### src/rtl/pfPkg.sv
package pfPkg;
  // Control-to-datapath strobes for one cycle
  typedef struct packed {
    logic missHit;   // miss lands in a tracked page
    logic activate;  // training tracker becomes a stream
    logic dirUp;     // direction chosen on activation
    logic alloc;     // miss claims a new tracker
    logic issue;     // load the request register
    logic cancel;    // pending request duplicates the miss
  } pfStrobe_t;
endpackage

### src/rtl/pfCtrl.sv
module pfCtrl
  import pfPkg::*;
#(
  parameter int NUM_STREAMS = 8,
  parameter int IDX_W       = 3,
  parameter int PAGE_NUM_W  = 20,
  parameter int BLK_IDX_W   = 6,
  parameter int TRIG_BLKS   = 4
) (
  input  logic                  missValid,
  input  logic [PAGE_NUM_W-1:0] missPage,
  input  logic [BLK_IDX_W-1:0]  missBlk,
  input  logic                  memIdle,
  input  logic                  pfValid,
  input  logic [PAGE_NUM_W-1:0] pfPage,
  input  logic [BLK_IDX_W-1:0]  pfBlk,
  input  logic                  trkVld  [NUM_STREAMS],
  input  logic                  trkAct  [NUM_STREAMS],
  input  logic                  trkPend [NUM_STREAMS],
  input  logic [PAGE_NUM_W-1:0] trkPage [NUM_STREAMS],
  input  logic [BLK_IDX_W-1:0]  trkLast [NUM_STREAMS],
  input  logic [IDX_W-1:0]      trkAge  [NUM_STREAMS],
  output pfStrobe_t             strobe,
  output logic [IDX_W-1:0]      hitIdx,
  output logic [IDX_W-1:0]      allocIdx,
  output logic [IDX_W-1:0]      issueIdx
);
  localparam logic [IDX_W-1:0]   OLDEST = IDX_W'(NUM_STREAMS - 1);
  localparam logic [BLK_IDX_W:0] TRIG_L = (BLK_IDX_W + 1)'(TRIG_BLKS);

  logic                   hit, anyFree, anyCand, near, dup;
  logic [IDX_W-1:0]       freeIdx, lruIdx;
  logic signed [BLK_IDX_W:0] delta, mag;

  // Lowest index wins every search (loop runs downward)
  always_comb begin
    hit = 1'b0; hitIdx = '0; anyFree = 1'b0; freeIdx = '0;
    lruIdx = '0; anyCand = 1'b0; issueIdx = '0;
    for (int i = NUM_STREAMS - 1; i >= 0; i--) begin
      if (trkVld[i] && trkPage[i] == missPage) begin
        hit = 1'b1; hitIdx = IDX_W'(i);
      end
      if (!trkVld[i]) begin
        anyFree = 1'b1; freeIdx = IDX_W'(i);
      end
      if (trkAge[i] == OLDEST) lruIdx = IDX_W'(i);
      if (trkVld[i] && trkAct[i] && trkPend[i]) begin
        anyCand = 1'b1; issueIdx = IDX_W'(i);
      end
    end
  end

  assign allocIdx = anyFree ? freeIdx : lruIdx;

  // Block distance between this miss and the tracker's reference
  always_comb begin
    delta = $signed({1'b0, missBlk}) - $signed({1'b0, trkLast[hitIdx]});
    mag   = delta[BLK_IDX_W] ? -delta : delta;
  end
  assign near = (mag != '0) && ($unsigned(mag) < TRIG_L);
  assign dup  = pfValid && missValid && ({missPage, missBlk} == {pfPage, pfBlk});

  always_comb begin
    strobe.missHit  = missValid && hit;
    strobe.activate = missValid && hit && !trkAct[hitIdx] && near;
    strobe.dirUp    = !delta[BLK_IDX_W];
    strobe.alloc    = missValid && !hit;
    strobe.issue    = memIdle && !pfValid && !missValid && anyCand;
    strobe.cancel   = dup;
  end
endmodule

### src/rtl/pfDatapath.sv
module pfDatapath
  import pfPkg::*;
#(
  parameter int NUM_STREAMS = 8,
  parameter int IDX_W       = 3,
  parameter int PAGE_NUM_W  = 20,
  parameter int BLK_IDX_W   = 6
) (
  input  logic                  clk,
  input  logic                  rstN,
  input  pfStrobe_t             strobe,
  input  logic [IDX_W-1:0]      hitIdx,
  input  logic [IDX_W-1:0]      allocIdx,
  input  logic [IDX_W-1:0]      issueIdx,
  input  logic [PAGE_NUM_W-1:0] missPage,
  input  logic [BLK_IDX_W-1:0]  missBlk,
  input  logic                  pfReady,
  output logic                  trkVld  [NUM_STREAMS],
  output logic                  trkAct  [NUM_STREAMS],
  output logic                  trkPend [NUM_STREAMS],
  output logic [PAGE_NUM_W-1:0] trkPage [NUM_STREAMS],
  output logic [BLK_IDX_W-1:0]  trkLast [NUM_STREAMS],
  output logic [IDX_W-1:0]      trkAge  [NUM_STREAMS],
  output logic                  pfValid,
  output logic [PAGE_NUM_W-1:0] pfPage,
  output logic [BLK_IDX_W-1:0]  pfBlk
);
  logic                 trkDir  [NUM_STREAMS];
  logic [BLK_IDX_W-1:0] trkNext [NUM_STREAMS];

  // Returns {stillInPage, nextBlock}
  function automatic logic [BLK_IDX_W:0] stepBlk(input logic [BLK_IDX_W-1:0] b,
                                                 input logic up);
    if (up) return {b != '1, b + 1'b1};
    else    return {b != '0, b - 1'b1};
  endfunction

  logic                 touch, hitDir;
  logic [IDX_W-1:0]     touchIdx;
  logic [BLK_IDX_W:0]   hitStep, issStep;

  assign touch    = strobe.missHit || strobe.alloc;
  assign touchIdx = strobe.missHit ? hitIdx : allocIdx;
  assign hitDir   = trkAct[hitIdx] ? trkDir[hitIdx] : strobe.dirUp;
  assign hitStep  = stepBlk(missBlk, hitDir);
  assign issStep  = stepBlk(trkNext[issueIdx], trkDir[issueIdx]);

  always_ff @(posedge clk or negedge rstN) begin
    if (!rstN) begin
      for (int i = 0; i < NUM_STREAMS; i++) begin
        trkVld[i]  <= 1'b0;
        trkAct[i]  <= 1'b0;
        trkPend[i] <= 1'b0;
        trkDir[i]  <= 1'b0;
        trkPage[i] <= '0;
        trkLast[i] <= '0;
        trkNext[i] <= '0;
        trkAge[i]  <= IDX_W'(i);
      end
    end else begin
      for (int i = 0; i < NUM_STREAMS; i++) begin
        if (touch) begin
          if (IDX_W'(i) == touchIdx)              trkAge[i] <= '0;
          else if (trkAge[i] < trkAge[touchIdx])  trkAge[i] <= trkAge[i] + 1'b1;
        end
        if (strobe.alloc && IDX_W'(i) == allocIdx) begin
          trkVld[i]  <= 1'b1;
          trkAct[i]  <= 1'b0;
          trkPend[i] <= 1'b0;
          trkPage[i] <= missPage;
          trkLast[i] <= missBlk;
        end
        if (strobe.missHit && IDX_W'(i) == hitIdx) begin
          trkLast[i] <= missBlk;
          if (trkAct[i] || strobe.activate) begin
            trkAct[i]  <= 1'b1;
            trkDir[i]  <= hitDir;
            trkPend[i] <= hitStep[BLK_IDX_W];
            trkNext[i] <= hitStep[BLK_IDX_W-1:0];
          end
        end
        if (strobe.issue && IDX_W'(i) == issueIdx) begin
          trkPend[i] <= issStep[BLK_IDX_W];
          trkNext[i] <= issStep[BLK_IDX_W-1:0];
        end
      end
    end
  end

  always_ff @(posedge clk or negedge rstN) begin
    if (!rstN) begin
      pfValid <= 1'b0;
      pfPage  <= '0;
      pfBlk   <= '0;
    end else if (pfValid) begin
      if (pfReady || strobe.cancel) pfValid <= 1'b0;
    end else if (strobe.issue) begin
      pfValid <= 1'b1;
      pfPage  <= trkPage[issueIdx];
      pfBlk   <= trkNext[issueIdx];
    end
  end
endmodule

### src/rtl/streamPrefetcher.sv
module streamPrefetcher
  import pfPkg::*;
#(
  parameter int ADDR_W        = 32,
  parameter int BLOCK_BYTES   = 64,
  parameter int PAGE_BYTES    = 4096,
  parameter int TRIGGER_BYTES = 256,
  parameter int NUM_STREAMS   = 8
) (
  input  logic              clk,
  input  logic              rstN,
  input  logic              missValid,
  input  logic [ADDR_W-1:0] missAddr,
  input  logic              memIdle,
  output logic              pfValid,
  output logic [ADDR_W-1:0] pfAddr,
  input  logic              pfReady
);
  localparam int OFF_W      = $clog2(BLOCK_BYTES);
  localparam int PAGE_OFF_W = $clog2(PAGE_BYTES);
  localparam int BLK_IDX_W  = PAGE_OFF_W - OFF_W;
  localparam int PAGE_NUM_W = ADDR_W - PAGE_OFF_W;
  localparam int IDX_W      = $clog2(NUM_STREAMS);
  localparam int TRIG_BLKS  = TRIGGER_BYTES / BLOCK_BYTES;

  logic [PAGE_NUM_W-1:0] missPage, pfPage;
  logic [BLK_IDX_W-1:0]  missBlk, pfBlk;
  pfStrobe_t             strobe;
  logic [IDX_W-1:0]      hitIdx, allocIdx, issueIdx;

  logic                  trkVld  [NUM_STREAMS];
  logic                  trkAct  [NUM_STREAMS];
  logic                  trkPend [NUM_STREAMS];
  logic [PAGE_NUM_W-1:0] trkPage [NUM_STREAMS];
  logic [BLK_IDX_W-1:0]  trkLast [NUM_STREAMS];
  logic [IDX_W-1:0]      trkAge  [NUM_STREAMS];

  assign missPage = missAddr[ADDR_W-1:PAGE_OFF_W];
  assign missBlk  = missAddr[PAGE_OFF_W-1:OFF_W];
  assign pfAddr   = {pfPage, pfBlk, {OFF_W{1'b0}}};

  pfCtrl #(
    .NUM_STREAMS(NUM_STREAMS), .IDX_W(IDX_W), .PAGE_NUM_W(PAGE_NUM_W),
    .BLK_IDX_W(BLK_IDX_W), .TRIG_BLKS(TRIG_BLKS)
  ) u_ctrl (
    .missValid(missValid), .missPage(missPage), .missBlk(missBlk),
    .memIdle(memIdle), .pfValid(pfValid), .pfPage(pfPage), .pfBlk(pfBlk),
    .trkVld(trkVld), .trkAct(trkAct), .trkPend(trkPend), .trkPage(trkPage),
    .trkLast(trkLast), .trkAge(trkAge), .strobe(strobe), .hitIdx(hitIdx),
    .allocIdx(allocIdx), .issueIdx(issueIdx)
  );

  pfDatapath #(
    .NUM_STREAMS(NUM_STREAMS), .IDX_W(IDX_W), .PAGE_NUM_W(PAGE_NUM_W),
    .BLK_IDX_W(BLK_IDX_W)
  ) u_dp (
    .clk(clk), .rstN(rstN), .strobe(strobe), .hitIdx(hitIdx),
    .allocIdx(allocIdx), .issueIdx(issueIdx), .missPage(missPage),
    .missBlk(missBlk), .pfReady(pfReady), .trkVld(trkVld), .trkAct(trkAct),
    .trkPend(trkPend), .trkPage(trkPage), .trkLast(trkLast), .trkAge(trkAge),
    .pfValid(pfValid), .pfPage(pfPage), .pfBlk(pfBlk)
  );
endmodule

### config.mk
export PLATFORM = sky130hd
export DESIGN_NAME = streamPrefetcher
export DESIGN_NICKNAME = d
export VERILOG_FILES = /design/src/rtl/pfPkg.sv /design/src/rtl/pfCtrl.sv /design/src/rtl/pfDatapath.sv /design/src/rtl/streamPrefetcher.sv
export SDC_FILE = /design/constraint.sdc
export NUM_CORES = 1
export LEC_CHECK = 0
export BUFFER_PORTS_ARGS = -buffer_cell sky130_fd_sc_hd__buf_4
export CAP_MARGIN = 20
export CORE_MARGIN = 1.5
export CORE_UTILIZATION = 30
export CTS_CLUSTER_SIZE = 30
export DETAILED_ROUTE_END_ITERATION = 16
export PLACE_DENSITY = 0.43
export SLEW_MARGIN = 10
export SYNTH_ARGS = -nofsm -noshare
export SYNTH_HDL_FRONTEND = slang
export SYNTH_HIERARCHICAL = 1
export SYNTH_SLANG_ARGS = --single-unit
### constraint.sdc
create_clock -name clk -period 9.77 [get_ports clk]
set_input_delay 0.4885 -clock clk [delete_from_list [all_inputs] [get_ports clk]]
set_output_delay 0.4885 -clock clk [all_outputs]
set_load 0.05 [all_outputs]
==> results.toml <==
[critical_path]
endpoint_kind = "flip-flop"
critical_path_required_ns = 10.26
cpPeakStageDelay_ns = 0.65
crit_type = "flip-flop to flip-flop"
worst-path-max-fanout = 23
worstPathArrival_ns = 8.70
cp_slowest_cell = "a31oi_4"
cp-start-kind = "flip-flop"

[cts]
clock_latency_ns = 0.60
cts_hold_buf = 1
cts_root_buf = "clkbuf_16"
clock-sinks = 339
htreeDepth = 2
cts_buffers = 44
cts_buffer_depth = 3
cts_tree = "yes"
cts_setup_buffers = 0
clk_pin_slew_ns = 0.05
cts_resized = 0

[layout]
final_area_um2 = 23000
final_common_cell = "dfrtp_1"
final_nets = 1928
drive_above_1_share = 0.253
layoutNonFillerInstCount = 2752
syn_to_final_growth_pct = 13.4
nFillCells = 6785
final_cell_mix = "dfrtp_1, mux2_2, nand2_1"
antenna_cells = 0
final_util = 0.343

[global_route]
grt_pass1_vias = 15000
gr-usage-met1 = 0.275
antenna_found_initial = 1
use_met3 = 0.0229
grt_usage = 0.195
busiest_layer = "met2"
grt_first_pass_wirelength_mm = 102
grt_overflow = 0
grt_start_max_net_pins = 151
grt_util_met2 = 0.317

[yosys]
syn_avg_cell_area_um2 = 11.2
async_flop_share = 1.00
yosys_register_bits = 339
syn_inst = 1815
synth_edf_count = 0
yosys_warnings = 6
ys.flop_type = "dfrtp_1"
synth_cell_types = 79
synth.cell_area_um2 = 20300
yosysSeqAreaShare = 0.419

[job]
maxCapViolations = 0

[sta]
rsz0062_at_grt = "false"
fmax_mhz = 122
fin_worst_hold_slack_ns = 0.154
period_minus_slack_ns = 8.21
timing.final.max_slew_violations = 0
fin_setup_tns_ns = 0
tightest_slew_ns = 1.10
slew_headroom = 0.257
setup_viol = 0
fin_crit_sh = 0.841
hold_violations = 0
skew_ns = 0.0383

[min_path]
hold_class = "primary input to flip-flop"

[floorplanning]
die_h_um = 263
rows = 95
initial_utilization = 0.303
die_width_um = 263
die_area_um2 = 69200
num_io_pins = 70
core_um2 = 67000

[place]
placed_cell_area_um2 = 21600
dp_cells = 2675
dpl.hpwl_mm = 46.9
port_buffers = 57
gp_congestion = 0.827

[detailed_routing]
routed_wl_mm = 67.7
antenna_left = 0
routed_via_density = 5.37
drc = 0
first_iter_violations = 959
avgRoutedWirePerCell_um = 24.6
vias = 14800
drtPass1Iterations = 5

[power]
peakVddDrop_uv = 202
leakagePower_nw = 9.35
powerDensity_nw_per_um2 = 351

[run_status]
status = "completed"
-- cell usage after synthesis (30+ instances only) --
| library cell | number | area share |
|---|---|---|
| dfrtp_1 | 327 | 0.40 |
| mux2_2 | 223 | 0.12 |
| nand2_1 | 132 | 0.024 |
| xnor2_1 | 110 | 0.047 |
| xor2_1 | 87 | 0.038 |
| o21ai_0 | 83 | 0.020 |
| nor2_1 | 73 | 0.014 |
| mux4_2 | 53 | 0.059 |
| mux2i_1 | 45 | 0.022 |
| a21oi_1 | 44 | 0.011 |
| clkbuf_1 | 44 | 0.0081 |
| nand3_1 | 41 | 0.010 |
| ha_1 | 39 | 0.024 |
| nand4_1 | 37 | 0.011 |
| inv_1 | 31 | 0.0057 |
| a31oi_1 | 30 | 0.0093 |
-- stage by stage --
| step | setup WS (ns) | total power, mW |
|---|---|---|
| 3_3_place_gp | 1.47 | 6.36 |
| 2_1_floorplan | 2.96 | 5.32 |
| 6_report | 1.56 | 8.07 |
| 3_5_place_dp | 1.34 | 6.49 |
| 5_1_grt | 1.02 | 8.62 |
| 4_1_cts | 1.64 | 8.13 |
-- registers in the layout (all words and copies together) (netlist names) --
register      count
u_dp/pfBlk        6
u_dp/trkDir       8
u_dp/trkVld       8
u_dp/pfPage      20
u_dp/pfValid      1
u_dp/trkPage    160
u_dp/trkPend      8
u_dp/trkLast     48
u_dp/trkAge      24
u_dp/trkAct       8
u_dp/trkNext     48
-- critical path, delay by kind of cell (launching register included) --
kind	cells	cell delay (ns)
compound gates	13	3.06
xor+xnor	2	0.84
fa+ha+maj	3	1.04
buf+inv	5	0.78
flops	1	0.40
mux	1	0.26
simple gates	6	1.73
-- where the power goes --
group,total (mW),leakage [nW],internal [mW],switching (mW)
combinational,4.03,4.47,1.89,2.14
clock,1.60,0.689,0.933,0.663
sequential,2.44,4.19,1.97,0.475
-- layer usage --
metal  share of wire  wire, um  up-vias
met5         0.00019        13        -
met4           0.023      1580        2
met3           0.036      2440       83
met2            0.47     32000      314
met1            0.47     31700     7615
li1                -         -     6756
-- layout make-up --
class | instances | area, um^2 | area share
multi-input cells | 1346 | 11200 | 0.487
clock inverters | 12 | 121 | 0.00528
inverters | 31 | 116 | 0.00506
well taps | 873 | 1090 | 0.0475
repair buffers | 87 | 688 | 0.0299
clock buffers | 64 | 1280 | 0.0555
flip-flops and latches | 339 | 8500 | 0.369
-- path summary, 6_finish.rpt --
| path | cells after the start | endpoint | start | slack [ns] |
|---|---|---|---|---|
| setup / recovery | 30 | u_dp/trkNext[34] | u_dp/trkPage[16] | 1.56 |
| hold / removal | 4 | u_dp/pfValid | pfReady | 0.15 |
| setup reg to reg | 30 | u_dp/trkNext[34] | u_dp/trkPage[16] | 1.56 |
| hold reg to reg | 2 | u_dp/trkLast[18] | u_dp/trkLast[18] | 0.48 |
| max in group asynchronous | 3 | u_dp/trkLast[46] | rstN | 7.93 |
| min in group asynchronous | 2 | u_dp/trkLast[23] | rstN | 0.47 |
-- logic make-up (layout without fill, tap and decap cells) --
group	after synthesis	after routing	share of synthesized area
compound gates	310	310	0.103
xor+xnor	198	198	0.0858
fa+ha+maj	42	42	0.0270
buf+inv	135	194	0.0318
flops	339	339	0.419
mux	332	332	0.217
other cells	1	6	0.000185
simple gates	458	458	0.116
No activity file was read; power rests on OpenSTA's default activity.
